## config.mk

```make
export PLATFORM = sky130hd
export DESIGN_NAME = perf_mon
export DESIGN_NICKNAME = d
export VERILOG_FILES = /design/src/rtl/pm_pkg.sv /design/src/rtl/pm_counter.sv /design/src/rtl/pm_ctrl.sv /design/src/rtl/pm_datapath.sv /design/src/rtl/perf_mon.sv
export SDC_FILE = /design/constraint.sdc
export NUM_CORES = 1
export LEC_CHECK = 0
export ABC_AREA = 0
export BUFFER_PORTS_ARGS = -buffer_cell sky130_fd_sc_hd__buf_2
export CAP_MARGIN = 25
export CORE_ASPECT_RATIO = 0.9
export CORE_UTILIZATION = 30
export CTS_BUF_LIST = sky130_fd_sc_hd__clkbuf_16
export CTS_CLUSTER_DIAMETER = 100
export CTS_CLUSTER_SIZE = 14
export DETAILED_ROUTE_END_ITERATION = 8
export GPL_ROUTABILITY_DRIVEN = 0
export GPL_TIMING_DRIVEN = 0
export HOLD_SLACK_MARGIN = 0.12
export MAX_ROUTING_LAYER = met4
export SYNTH_ARGS = -nofsm -noshare
export SYNTH_HDL_FRONTEND = slang
export SYNTH_HIERARCHICAL = 1
export SYNTH_SLANG_ARGS = --single-unit
```

## constraint.sdc

```tcl
create_clock -name clk -period 2.8 [get_ports clk]
set_input_delay 0.28 -clock clk [delete_from_list [all_inputs] [get_ports clk]]
set_output_delay 0.28 -clock clk [all_outputs]
set_load 0.01 [all_outputs]
```

## src/rtl/pm_pkg.sv

```systemverilog
package pm_pkg;
  timeunit 1ns;
  timeprecision 100ps;

  localparam int CNT_W   = 32;
  localparam int SEL_W   = 8;
  localparam int NUM_CNT = 3;   // 0: counter A, 1: counter B, 2: cycle counter
  localparam int REG_W   = 32;

  localparam logic [SEL_W-1:0] SEL_EVERY_CLK = 8'hFF;

  // control register layout
  localparam int BIT_RUN      = 0;
  localparam int BIT_ZERO_EVT = 1;
  localparam int BIT_ZERO_CYC = 2;
  localparam int BIT_DIV      = 3;
  localparam int IEN_LO       = 4;
  localparam int FLAG_LO      = 8;
  localparam int SELB_LO      = 12;
  localparam int SELA_LO      = 20;

  localparam logic [1:0] IDX_CTRL = 2'd0;
  localparam logic [1:0] IDX_CYC  = 2'd1;
  localparam logic [1:0] IDX_A    = 2'd2;
  localparam logic [1:0] IDX_B    = 2'd3;

  typedef struct packed {
    logic                 runAll;
    logic                 divSlow;
    logic [SEL_W-1:0]     selA;
    logic [SEL_W-1:0]     selB;
    logic                 zeroEvt;
    logic                 zeroCyc;
    logic [NUM_CNT-1:0]   loadCnt;
    logic [CNT_W-1:0]     loadVal;
  } strobe_t;
endpackage

```

## src/rtl/pm_counter.sv

```systemverilog
module pm_counter #(
  parameter int WIDTH = 32
) (
  input  logic             clk,
  input  logic             rstN,
  input  logic             load,
  input  logic [WIDTH-1:0] loadVal,
  input  logic             zero,
  input  logic             bump,
  output logic [WIDTH-1:0] count,
  output logic             wrap
);
  timeunit 1ns;
  timeprecision 100ps;

  // load beats zero, zero beats increment
  always_ff @(posedge clk or negedge rstN) begin
    if (!rstN)      count <= '0;
    else if (load)  count <= loadVal;
    else if (zero)  count <= '0;
    else if (bump)  count <= count + 1'b1;
  end

  assign wrap = bump && !load && !zero && (count == {WIDTH{1'b1}});

  // a wrap leaves the counter at zero
  p_wrap_zero_r7: assert property (@(posedge clk) disable iff (!rstN)
    wrap |=> count == '0);

  // a load is always what the counter holds next
  p_write_wins_r6: assert property (@(posedge clk) disable iff (!rstN)
    load |=> count == $past(loadVal));
endmodule

```

## src/rtl/pm_ctrl.sv

```systemverilog
module pm_ctrl
  import pm_pkg::*;
(
  input  logic               clk,
  input  logic               rstN,
  input  logic [1:0]         regSel,
  input  logic               regWr,
  input  logic [REG_W-1:0]   regWdata,
  input  logic [NUM_CNT-1:0] wrapHit,
  output strobe_t            stb,
  output logic [REG_W-1:0]   ctrlRead,
  output logic               irqOut
);
  timeunit 1ns;
  timeprecision 100ps;

  logic               runQ;
  logic               divQ;
  logic [NUM_CNT-1:0] ienQ;
  logic [NUM_CNT-1:0] flagQ;
  logic [SEL_W-1:0]   selAQ;
  logic [SEL_W-1:0]   selBQ;
  logic               ctrlWr;
  logic [NUM_CNT-1:0] clearMask;
  logic               unusedBits;

  assign ctrlWr    = regWr && (regSel == IDX_CTRL);
  assign clearMask = ctrlWr ? regWdata[FLAG_LO +: NUM_CNT] : '0;
  assign unusedBits = ^{regWdata[31:28], regWdata[11], regWdata[7]};

  always_ff @(posedge clk or negedge rstN) begin
    if (!rstN) begin
      runQ  <= 1'b0;
      divQ  <= 1'b0;
      ienQ  <= '0;
      flagQ <= '0;
      selAQ <= '0;
      selBQ <= '0;
    end else begin
      // a fresh wrap outranks a clear on the same clock
      flagQ <= (flagQ & ~clearMask) | wrapHit;
      if (ctrlWr) begin
        runQ  <= regWdata[BIT_RUN];
        divQ  <= regWdata[BIT_DIV];
        ienQ  <= regWdata[IEN_LO +: NUM_CNT];
        selAQ <= regWdata[SELA_LO +: SEL_W];
        selBQ <= regWdata[SELB_LO +: SEL_W];
      end
    end
  end

  always_comb begin
    stb.runAll     = runQ;
    stb.divSlow    = divQ;
    stb.selA       = selAQ;
    stb.selB       = selBQ;
    stb.zeroEvt    = ctrlWr && regWdata[BIT_ZERO_EVT];
    stb.zeroCyc    = ctrlWr && regWdata[BIT_ZERO_CYC];
    stb.loadCnt[0] = regWr && (regSel == IDX_A);
    stb.loadCnt[1] = regWr && (regSel == IDX_B);
    stb.loadCnt[2] = regWr && (regSel == IDX_CYC);
    stb.loadVal    = regWdata;
  end

  always_comb begin
    ctrlRead                        = '0;
    ctrlRead[BIT_RUN]               = runQ;
    ctrlRead[BIT_DIV]               = divQ;
    ctrlRead[IEN_LO +: NUM_CNT]     = ienQ;
    ctrlRead[FLAG_LO +: NUM_CNT]    = flagQ;
    ctrlRead[SELB_LO +: SEL_W]      = selBQ;
    ctrlRead[SELA_LO +: SEL_W]      = selAQ;
  end

  assign irqOut = |(flagQ & ienQ);

  // every wrap leaves its flag set on the next clock
  p_flag_set_r7: assert property (@(posedge clk) disable iff (!rstN)
    |wrapHit |=> ((flagQ & $past(wrapHit)) == $past(wrapHit)));

  // writing 1 to flag A clears it when no wrap of A competes
  p_flag_clear_r8: assert property (@(posedge clk) disable iff (!rstN)
    ctrlWr && regWdata[FLAG_LO] && !wrapHit[0] |=> !flagQ[0]);

  // with every enable written to zero the interrupt is quiet
  p_irq_quiet_r9: assert property (@(posedge clk) disable iff (!rstN)
    ctrlWr && (regWdata[IEN_LO +: NUM_CNT] == '0) |=> !irqOut);
endmodule

```

## src/rtl/pm_datapath.sv

```systemverilog
module pm_datapath
  import pm_pkg::*;
#(
  parameter int EVT_W    = 64,
  parameter int DIV_LOG2 = 6
) (
  input  logic                          clk,
  input  logic                          rstN,
  input  strobe_t                       stb,
  input  logic [EVT_W-1:0]              evtIn,
  output logic [NUM_CNT-1:0][CNT_W-1:0] cntBus,
  output logic [NUM_CNT-1:0]            wrapHit
);
  timeunit 1ns;
  timeprecision 100ps;

  localparam int SEL_SPAN = 1 << SEL_W;

  logic [SEL_SPAN-1:0] evPad;
  logic [DIV_LOG2-1:0] preQ;
  logic                cycTick;
  logic                hitA;
  logic                hitB;

  // codes beyond the connected inputs see a constant zero
  assign evPad = {{(SEL_SPAN-EVT_W){1'b0}}, evtIn};
  assign hitA  = (stb.selA == SEL_EVERY_CLK) || evPad[stb.selA];
  assign hitB  = (stb.selB == SEL_EVERY_CLK) || evPad[stb.selB];

  always_ff @(posedge clk or negedge rstN) begin
    if (!rstN)            preQ <= '0;
    else if (stb.zeroCyc) preQ <= '0;
    else if (stb.runAll)  preQ <= preQ + 1'b1;
  end

  assign cycTick = stb.runAll && (!stb.divSlow || (preQ == {DIV_LOG2{1'b1}}));

  for (genvar i = 0; i < NUM_CNT; i++) begin : g_cnt
    logic bump;
    logic zero;
    if (i == 0) begin : g_a
      assign bump = stb.runAll && hitA;
      assign zero = stb.zeroEvt;
    end else if (i == 1) begin : g_b
      assign bump = stb.runAll && hitB;
      assign zero = stb.zeroEvt;
    end else begin : g_cyc
      assign bump = cycTick;
      assign zero = stb.zeroCyc;
    end

    pm_counter #(.WIDTH(CNT_W)) u_cnt (
      .clk     (clk),
      .rstN    (rstN),
      .load    (stb.loadCnt[i]),
      .loadVal (stb.loadVal),
      .zero    (zero),
      .bump    (bump),
      .count   (cntBus[i]),
      .wrap    (wrapHit[i])
    );

    // stopped, unloaded and unzeroed counters hold their value
    p_hold_r2: assert property (@(posedge clk) disable iff (!rstN)
      !stb.runAll && !stb.loadCnt[i] && !zero |=> $stable(cntBus[i]));
  end

  // the shared zeroing bit clears both event counters
  p_zero_pair_r5: assert property (@(posedge clk) disable iff (!rstN)
    stb.zeroEvt && stb.loadCnt[1:0] == 2'b00 |=> cntBus[0] == '0 && cntBus[1] == '0);
endmodule

```

## src/rtl/perf_mon.sv

```systemverilog
module perf_mon
  import pm_pkg::*;
#(
  parameter int EVT_W    = 64,
  parameter int DIV_LOG2 = 6
) (
  input  logic             clk,
  input  logic             rstN,
  input  logic [1:0]       regSel,
  input  logic             regWr,
  input  logic [31:0]      regWdata,
  output logic [31:0]      regRdata,
  input  logic [EVT_W-1:0] evtIn,
  output logic             irqOut
);
  timeunit 1ns;
  timeprecision 100ps;

  strobe_t                       stb;
  logic [NUM_CNT-1:0][CNT_W-1:0] cntBus;
  logic [NUM_CNT-1:0]            wrapHit;
  logic [REG_W-1:0]              ctrlRead;

  pm_ctrl u_ctrl (
    .clk      (clk),
    .rstN     (rstN),
    .regSel   (regSel),
    .regWr    (regWr),
    .regWdata (regWdata),
    .wrapHit  (wrapHit),
    .stb      (stb),
    .ctrlRead (ctrlRead),
    .irqOut   (irqOut)
  );

  pm_datapath #(.EVT_W(EVT_W), .DIV_LOG2(DIV_LOG2)) u_dp (
    .clk     (clk),
    .rstN    (rstN),
    .stb     (stb),
    .evtIn   (evtIn),
    .cntBus  (cntBus),
    .wrapHit (wrapHit)
  );

  always_comb begin
    case (regSel)
      IDX_CTRL: regRdata = ctrlRead;
      IDX_CYC:  regRdata = cntBus[2];
      IDX_A:    regRdata = cntBus[0];
      default:  regRdata = cntBus[1];
    endcase
  end
endmodule

```

==> results.yml, run 1 <==
synthesis:
  synth.distinct_cells: 71
  synth_area_um2: 10300
  netlist_instances: 1109
  syn_avg_cell_area_um2: 9.30
  synth_async_sr_flop_share_pct: 100
  ys_ff_latch: 126
  seq_area_frac_synth_pct: 30.6
  synth_flop_cell: "dfrtp_1"
  ys_warn_count: 6
  synth_edf_count: 0
cts:
  clkLatencyLatePin_ns: 0.42
  ctsRootBufferMaster: "clkbuf_16"
  clockBufferDepth: 2
  cts_tree: "built"
  clk_pin_slew_worst_paths_ns: 0.06
  clkSinkCount: 126
  cts_buffers: 17
  htreeDepth: 4
floorplanning:
  coreArea_um2: 34000
  die_y_um: 178
  ios: 134
  dieArea_um2: 35100
  initial_utilization_pct: 30.4
  die_w_um: 197
  rows: 64
sta:
  fin_crit_ns: 3.22
  skew_ns: 0.00741
  rsz0062_at_grt: "yes"
  hold_viol: 0
  final.period_utilization_pct: 115
  fin_tns_setup_ns: -8.34
  setup_slack_ns: -0.420
  max_clock_freq_mhz: 311
  worstMarginPinSlew_ns: 1.08
  setup_viol: 51
  max_slew_margin_pct: 27.5
  slew_violations: 0
global_route:
  grt-ovfl-total: 0
  grt.total_usage_pct: 23.7
  grt_pass1_vias: 10000
  grt_start_max_net_pins: 74
  antenna_found_initial: 0
  grt_pass1_wl_um: 60900
worst_setup_path:
  cpPeakStageDelay_ns: 0.54
  path_max_fanout: 7
  crit_start: "u_ctrl/selAQ[0]"
  r2r_cells: 11
  cpMaxStageDelayCell: "or4_4"
  worstSetupEndpointType: "flop"
  cp.required_ns: 3.09
  crit_arrival_ns: 3.51
  regToRegSetupSlack_ns: -0.42
  endpoint: "u_dp/g_cnt[0].u_cnt/count[24]"
  cp-start-kind: "flop"
  critPathKind: "flop to flop"
  reg2reg_from: "u_ctrl/selAQ[0]"
  r2r_end: "u_dp/g_cnt[0].u_cnt/count[24]"
  cp_cell_sequence: "buf_8 -> mux4_1 -> a2bb2oi_2 -> a22oi_2 -> nand3b_1 -> nand4_1 -> o21ai_4 -> nand4_4 -> or4_4 -> o311a_1 -> a221o_1"
pwr:
  peakVddDrop_v: 0.000450
  power_mw: 7.33
  p_leak_nw: 5.53
  power.density_nw_per_um2: 540
placement:
  post-dp-hpwl_um: 29800
  numPortBuffers: 127
  dp_cells: 1706
routing:
  vias: 10900
  drc: 0
  totalWireLength_um: 41500
  antenna_left: 0
  dr.pass1.iters: 6
  wire_per_inst_um: 23.0
  drt-initial-drc-count: 1472
  viasPerCell: 6.07
min_path:
  hold_path_class: "primary input to flop"
layout:
  finalNetCount: 1435
  area_delta_synth_final_pct: 31.5
  antenna_cells: 0
  layout.cells.non_filler: 1803
  final_util_pct: 40.0
  final_layout_size_suffix_gt1_share_pct: 38.4
status:
  status: "complete, but fails checks"
  failed_checks: "negative setup slack"
job:
  maxCapViolations: 0
## layout by cell type (no fill, tap or decap), types with 8 or more instances in the layout
master / synthesis / final
mux4_2: 47 / 52
o21ai_1: 2 / 12
and3_1: 11 / 9
o21ai_2: 0 / 8
inv_1: 10 / 10
a21oi_1: 53 / 39
nor3_1: 24 / 18
buf_6: 5 / 25
a221o_1: 9 / 9
dfrtp_1: 126 / 124
buf_4: 60 / 86
nor4_4: 0 / 12
nand3_1: 59 / 46
a32oi_1: 10 / 9
nand3b_1: 11 / 11
or4_1: 10 / 8
mux2_2: 24 / 23
a31o_2: 9 / 9
xor2_1: 12 / 11
and2_1: 11 / 9
xnor2_1: 13 / 11
a21oi_2: 0 / 13
nand2_1: 132 / 125
nor4_1: 28 / 15
clkbuf_16: 0 / 17
nor2_1: 56 / 52
o211ai_1: 13 / 13
clkbuf_1: 44 / 37
nand3_2: 0 / 13
o21ai_0: 43 / 23
dlygate4sd3_1: 0 / 22
nor3b_1: 11 / 11
buf_2: 26 / 146
mux2i_1: 15 / 13
a2bb2oi_1: 10 / 8
nand4_1: 63 / 63
conb_1: 1 / 8
and4_1: 9 / 9
## sequential cells by signal, summed over array words and instances, names as in the netlist
name,count
u_ctrl/divQ,1
u_ctrl/flagQ,3
u_ctrl/ienQ,3
u_ctrl/runQ,1
u_ctrl/selAQ,8
u_ctrl/selBQ,8
u_dp/g_cnt.u_cnt/count,96
u_dp/preQ,6
## layout make-up
| cell class | instances | area, µm² |
|---|---|---|
| Fill cell | 3301 | 20400 |
| Multi-Input combinational cell | 836 | 6930 |
| Sequential cell | 126 | 3160 |
| Timing Repair Buffer | 204 | 1400 |
| Buffer | 135 | 915 |
| Tap cell | 462 | 578 |
| Clock buffer | 17 | 425 |
| Clock inverter | 13 | 109 |
| Inverter | 10 | 48.8 |
## synth_stat cells (10+ instances only)
master | instances | area share (%)
a21oi_1 | 53 | 2.6
a2bb2oi_1 | 10 | 0.85
a32oi_1 | 10 | 0.85
and2_1 | 11 | 0.67
and3_1 | 11 | 0.67
buf_2 | 26 | 1.3
buf_4 | 60 | 4.4
clkbuf_1 | 44 | 1.6
dfrtp_1 | 126 | 31
inv_1 | 10 | 0.36
mux2_2 | 24 | 2.6
mux2i_1 | 15 | 1.5
mux4_1 | 11 | 2.8
mux4_2 | 47 | 10
nand2_1 | 132 | 4.8
nand3_1 | 59 | 2.9
nand3b_1 | 11 | 0.80
nand4_1 | 63 | 3.8
nor2_1 | 56 | 2.0
nor3_1 | 24 | 1.2
nor3b_1 | 11 | 0.80
nor4_1 | 28 | 1.7
o211ai_1 | 13 | 0.95
o21ai_0 | 43 | 2.1
or4_1 | 10 | 0.73
xnor2_1 | 13 | 1.1
xor2_1 | 12 | 1.0
## power by group
| group | switching (mW) | leakage [nW] | internal [mW] |
|---|---|---|---|
| Combinational | 1.30 | 3.72 | 1.25 |
| Sequential | 0.548 | 1.54 | 2.13 |
| Clock | 0.828 | 0.268 | 1.27 |
## layer usage
layer / track usage (%) / vias to the layer above / routed length [µm]
li1: - / 4697 / -
met1: 31.4 / 5401 / 16700
met2: 36.1 / 726 / 18900
met3: 5.13 / 123 / 4290
met4: 7.07 / 0 / 1560
met5: - / - / 0
## worst max-delay path: cells and delay by family, from the launching register on
kind | cells | cell delay [ns]
flip-flops | 1 | 0.40
AO/OA/AOI/OAI | 5 | 1.20
AND/OR/NAND/NOR | 4 | 0.97
buffers and inverters | 1 | 0.15
multiplexers | 1 | 0.38
## worst min path at each step
stage	startpoint	end	depth (start not counted)
after floorplan	rstN	u_ctrl/divQ	0
after global placement	u_ctrl/flagQ[1]	u_ctrl/flagQ[1]	1
after detailed placement	rstN	u_dp/g_cnt[0].u_cnt/count[3]	1
after CTS	regWdata[6]	u_ctrl/ienQ[2]	2
after global routing	regWdata[6]	u_ctrl/ienQ[2]	2
final	regWdata[6]	u_ctrl/ienQ[2]	2
## cells by family after synthesis
group,Yosys count,synth area share (%)
simple gates,482,25.8
compound gates,219,14.7
buf+inv,154,8.98
flops,126,30.6
mux,98,17.2
xor+xnor,25,2.12
fa+ha+maj,4,0.485
other cells,1,0.0364
## through the flow
step | setup WS (ns) | hold WS [ns] | cell area, µm²
finish | -0.420 | 0.148 | 13600
global route | -0.519 | 0.136 | 13600
CTS | -0.394 | 0.131 | 13100
detailed placement | -0.963 | 0.290 | 11600
global placement | -0.960 | 0.490 | 11600
floorplan | -0.110 | -0.0156 | 10400
## timing repair
action                                 4_1_cts  5_1_grt
buffers inserted                            31       25
pin swaps                                   50       60
cloned                                       1        0
hold buffers                                22        0
setup endpoints to repair                   77       74
gates resized for setup                    116       93
endpoints found under the hold margin       74        0
Note: power is estimated with default switching activity, not from simulation.
==> inputs of run 2 (changes only) <==
--- a/config.mk
+++ b/config.mk
@@ -18,6 +18,7 @@
 export GPL_TIMING_DRIVEN = 0
 export HOLD_SLACK_MARGIN = 0.12
 export MAX_ROUTING_LAYER = met4
+export SKIP_LAST_GASP = 1
 export SYNTH_ARGS = -nofsm -noshare
 export SYNTH_HDL_FRONTEND = slang
 export SYNTH_HIERARCHICAL = 1
==> constraint.sdc (replaced) <==
create_clock -name clk -period 3.3 [get_ports clk]
set_input_delay 0.33 -clock clk [delete_from_list [all_inputs] [get_ports clk]]
set_output_delay 0.33 -clock clk [all_outputs]
set_load 0.01 [all_outputs]
==> run 2 against run 1 <==
  * The flow still finishes with violations (negative setup slack)
  * Wire length shrank 3.5%
  * Largest cell class unchanged
  * Critical path depth increased by 2
  * First-iteration DRC count is 5.9% higher
  * Setup slack improved by 0.39 ns
  * Highest routed layer unchanged
  * Via count shrank 2.5%
  * Global-route usage decreased by 0.64 points
==> results.yml, run 2 (synthesized netlist as in run 1, its figures left out) <==
layout:
  mostFrequentLayoutCells: "146 x buf_2, 132 x nand2_1, 124 x dfrtp_1"
  largest_reg_flops: 96
  top_register: "u_dp/g_cnt.u_cnt/count"
  antenna_cells: 0
  area_delta_synth_final_pct: 24.4
  layout.cells.non_filler: 1765
  design_area_um2: 12800
  finalNetCount: 1395
  reg_top3: "u_dp/g_cnt.u_cnt/count x96, u_ctrl/selAQ x8, u_ctrl/selBQ x8"
  final_common_cell: "buf_2"
  final_layout_size_suffix_gt1_share_pct: 32.4
worst_setup_path:
  r2r_cells: 13
  worstSetupEndpointType: "flop"
  cp-start-kind: "flop"
  crit_arrival_ns: 3.63
  path_max_fanout: 5
  critPathKind: "flop to flop"
  cp.required_ns: 3.60
placement:
  post-dp-hpwl_um: 30000
  pre_cts_ws_ns: -0.949
  numPortBuffers: 127
  dp_cells: 1706
  placed_area_um2: 11600
cts:
  ctsRootBufferMaster: "clkbuf_16"
  clk_pin_slew_worst_paths_ns: 0.06
  clkSinkCount: 126
  cts_buffers: 17
  cts_tree: "built"
  clockBufferDepth: 2
  htreeDepth: 4
  clkLatencyLatePin_ns: 0.42
routing:
  drc: 0
  drt-initial-drc-count: 1559
  viasPerCell: 6.05
  highest_layer: "met4"
  antenna_left: 0
  wl_met3_um: 4270
  wl_met1_um: 16100
  totalWireLength_um: 40000
  dr.pass1.iters: 6
  met2_length_um: 18600
  wire_per_inst_um: 22.7
  vias: 10700
status:
  status: "complete, but fails checks"
  failed_checks: "negative setup slack"
sta:
  final.period_utilization_pct: 101
  setup_viol: 4
  max_slew_margin_pct: 21.9
  fin_crit_ns: 3.33
  hold_viol: 0
  max_clock_freq_mhz: 301
  setup_slack_ns: -0.0262
  slew_violations: 0
  worstMarginPinSlew_ns: 1.16
  skew_ns: 0.0111
  rsz0062_at_grt: "yes"
global_route:
  antenna_found_initial: 0
  grt.total_usage_pct: 23.1
  grt_start_max_net_pins: 67
  grt-ovfl-total: 0
  grt_pass1_vias: 9827
  grt_pass1_wl_um: 59200
min_path:
  holdPathStages: 2
  hold_path_class: "primary input to flop"
floorplanning:
  initial_utilization_pct: 30.4
  rows: 64
  die_w_um: 197
  coreArea_um2: 34000
  dieArea_um2: 35100
  die_y_um: 178
  ios: 134
pwr:
  p_leak_nw: 5.18
  power_mw: 6.35
  peakVddDrop_v: 0.000323
  power.density_nw_per_um2: 495
job:
  maxCapViolations: 0
[run 2: layer usage]
metal | GRT usage (%) | up-vias
met2 | 35.7 | 702
met1 | 29.8 | 5277
li1 | - | 4601
met3 | 5.66 | 95
met5 | - | -
met4 | 6.69 | 0
[run 2: layout make-up]
| class | instances | area [µm²] |
|---|---|---|
| clock buffer | 17 | 425 |
| inverter | 10 | 41.3 |
| multi-input combinational | 836 | 6480 |
| timing repair buffer | 164 | 1030 |
| tap | 462 | 578 |
| fill | 3456 | 21100 |
| buffer | 135 | 918 |
| clock inverter | 15 | 201 |
| sequential | 126 | 3160 |
[run 2: power by group]
part | internal [mW] | switching, mW
registers | 1.81 | 0.459
logic | 1.02 | 1.02
clock network | 1.32 | 0.725
[run 2: worst max-delay path, cell delays in order, from the launching register on]
cell	delay [ns]
dfrtp_2	0.47
buf_12	0.17
buf_6	0.14
mux4_2	0.35
a22oi_1	0.09
a31oi_1	0.25
o211ai_2	0.13
o21ai_4	0.28
buf_6	0.17
and2_4	0.15
nand4_1	0.20
buf_4	0.22
o311a_1	0.33
a221o_1	0.27
[run 2: through the flow]
step | hold slack, ns | util [%] | setup TNS, ns
6_report | 0.151 | 37.8 | -0.0657
5_1_grt | 0.143 | 37.8 | -0.402
3_3_place_gp | 0.494 | 34.0 | -19.29
2_1_floorplan | 0.0344 | - | 0
3_5_place_dp | 0.387 | 34.1 | -19.45
4_1_cts | 0.141 | 37.2 | -0.130
[run 2: final timing paths]
path	startpoint	to	slack [ns]
worst max-delay path	u_ctrl/selBQ[0]	u_dp/g_cnt[1].u_cnt/count[21]	-0.03
worst max register to register	u_ctrl/selBQ[0]	u_dp/g_cnt[1].u_cnt/count[21]	-0.03
min in group asynchronous	rstN	u_dp/g_cnt[1].u_cnt/count[2]	0.48
worst min-delay path	regWdata[16]	u_ctrl/selBQ[4]	0.15
max in group asynchronous	rstN	u_ctrl/selBQ[0]	2.06
worst min register to register	u_ctrl/flagQ[1]	u_ctrl/flagQ[1]	0.51
[run 2: timing repair]
action	in CTS	in global routing
resized for setup	52	21
setup endpoints to repair	49	33
endpoints found under the hold margin	66	0
hold buffers	2	0
buffers inserted	20	10
gates cloned	1	1
pin swaps	16	14
==> inputs of run 3 (changes only) <==
--- a/config.mk
+++ b/config.mk
@@ -9,7 +9,7 @@
 export BUFFER_PORTS_ARGS = -buffer_cell sky130_fd_sc_hd__buf_2
 export CAP_MARGIN = 25
 export CORE_ASPECT_RATIO = 0.9
-export CORE_UTILIZATION = 30
+export CORE_UTILIZATION = 50
 export CTS_BUF_LIST = sky130_fd_sc_hd__clkbuf_16
 export CTS_CLUSTER_DIAMETER = 100
 export CTS_CLUSTER_SIZE = 14
@@ -18,6 +18,7 @@
 export GPL_TIMING_DRIVEN = 0
 export HOLD_SLACK_MARGIN = 0.12
 export MAX_ROUTING_LAYER = met4
+export PLACE_DENSITY = 0.71
 export SKIP_LAST_GASP = 1
 export SYNTH_ARGS = -nofsm -noshare
 export SYNTH_HDL_FRONTEND = slang
==> run 3 against run 2 <==
  * The flow now finishes without violations
  * Maximum frequency grew 1.6%
  * Die area shrank 40%
  * Global-route usage grew 13 points
  * Largest cell class unchanged
==> results.yml, run 3 (synthesized netlist as in run 1, its figures left out) <==
pwr:
  power_mw: 5.98
  peakVddDrop_v: 0.000294
  power.density_nw_per_um2: 490
  p_leak_nw: 5.00
routing:
  drc: 0
  totalWireLength_um: 37700
  viasPerCell: 6.87
  dr.pass1.iters: 6
  antenna_left: 0
  vias: 10600
  drt-initial-drc-count: 1406
  wire_per_inst_um: 24.5
sta:
  slew_violations: 0
  max_slew_margin_pct: 23.5
  rsz0062_at_grt: "yes"
  hold_viol: 0
  skew_ns: 0.00895
  worstMarginPinSlew_ns: 1.14
  setup_slack_ns: 0.0269
  setup_viol: 0
  max_clock_freq_mhz: 306
  fin_tns_setup_ns: 0
  hold_ws_ns: 0.140
  final.period_utilization_pct: 99.2
  fin_crit_ns: 3.27
layout:
  top_register: "u_dp/g_cnt.u_cnt/count"
  finalNetCount: 1378
  reg_top3: "u_dp/g_cnt.u_cnt/count x96, u_ctrl/selAQ x8, u_ctrl/selBQ x8"
  final_common_cell: "buf_2"
  multi_input_area_um2: 6420
  largest_reg_flops: 96
  design_area_um2: 12200
  ff_latch_area_um2: 3150
  area_delta_synth_final_pct: 18.4
  final_layout_size_suffix_gt1_share_pct: 30.4
  mostFrequentLayoutCells: "145 x buf_2, 132 x nand2_1, 125 x dfrtp_1"
  nFillCells: 1763
job:
  maxCapViolations: 0
worst_setup_path:
  worstSetupEndpointType: "flop"
  r2r_cells: 11
  critPathKind: "flop to flop"
  crit_arrival_ns: 3.58
  cp-start-kind: "flop"
  path_max_fanout: 10
  cp.required_ns: 3.61
floorplanning:
  initial_utilization_pct: 51.3
  die_y_um: 138
  dieArea_um2: 21200
  rows: 49
  die_w_um: 153
  ios: 134
  coreArea_um2: 20100
min_path:
  hold_path_class: "primary input to flop"
  holdPathStages: 2
placement:
  post-dp-hpwl_um: 28100
  pre_cts_ws_ns: -0.878
  placed_area_um2: 11300
  numPortBuffers: 127
global_route:
  grt-ovfl-total: 0
  grt_pass1_vias: 9578
  grt.total_usage_pct: 36.3
  grt_pass1_wl_um: 56700
  grt_start_max_net_pins: 77
  antenna_found_initial: 1
cts:
  cts_tree: "built"
  cts_buffers: 17
  clockBufferDepth: 2
  clk_pin_slew_worst_paths_ns: 0.06
  clkLatencyLatePin_ns: 0.43
  clkSinkCount: 126
  ctsRootBufferMaster: "clkbuf_16"
  htreeDepth: 4
status:
  status: "finished, final reports clean"
run 3: changes by cell type in the layout (fill, tap and decap cells not counted), sizes merged:
cell	delta
buf	-15
inv	+5
bufinv	-3
clkinvlp	-2
bufbuf	-1
diode	+1
dlygate4sd3	-1
run 3: path summary, 6_finish.rpt:
| path | start | endpoint | slack, ns |
|---|---|---|---|
| worst max-delay path | u_ctrl/selBQ[2] | u_dp/g_cnt[1].u_cnt/count[24] | 0.03 |
| worst min-delay path | regWdata[10] | u_ctrl/flagQ[2] | 0.14 |
| worst max register to register | u_ctrl/selBQ[2] | u_dp/g_cnt[1].u_cnt/count[24] | 0.03 |
| worst min register to register | u_ctrl/flagQ[1] | u_ctrl/flagQ[1] | 0.52 |
| max in group asynchronous | rstN | u_dp/g_cnt[0].u_cnt/count[14] | 2.10 |
| min in group asynchronous | rstN | u_dp/preQ[5] | 0.42 |
run 3: metrics by stage:
stage | util, % | cells
after floorplan | - | 1116
after global placement | 56.2 | 1498
after detailed placement | 56.3 | 1499
after CTS | 59.9 | 1532
after global routing | 60.8 | 1542
final | 60.8 | 1542
run 3: per-layer routing:
| metal | routed length, µm | up-vias | GRT usage (%) | part of all wire [%] |
|---|---|---|---|---|
| met5 | 0 | - | - | 0 |
| met4 | 1130 | 0 | 10.8 | 3.0 |
| met3 | 5100 | 108 | 11.3 | 14 |
| met2 | 16200 | 797 | 51.4 | 43 |
| met1 | 15300 | 5103 | 49.9 | 40 |
| li1 | - | 4584 | - | - |
run 3: repair_timing:
action	in CTS	in global routing
cloned	0	1
endpoints found under the hold margin	50	0
pin swaps	6	14
endpoints found under the setup margin	47	21
hold buffers	1	0
resized for setup	30	25
buffers inserted	6	9
run 3: critical path, cell delays in order, from the launching register on:
cell and delay, ns:
dfrtp_1 0.42, buf_6 0.16, buf_6 0.15, mux4_2 0.26, nand2_1 0.07, a31oi_1 0.23
o211ai_2 0.14, o21ai_4 0.31, nand4_4 0.20, or4_4 0.60, o311a_1 0.34, a221o_1 0.25
run 3: final cells by class:
cell class                 instances  area share (%)
tap                              255            2.61
buffer                           136            7.54
clock buffer                      17            3.48
timing repair buffer             146            6.73
inverter                          10           0.307
multi-input combinational        836            52.6
clock inverter                    15           0.942
antenna                            1          0.0205
sequential                       126            25.8
run 3: where the power goes:
group          switching [mW]  leakage, nW  total, mW  internal [mW]
clock                   0.699        0.289       1.78           1.08
sequential              0.467         1.54       2.27           1.81
combinational           0.981         3.17       1.93          0.952
total                    2.15         5.00       5.98           3.84
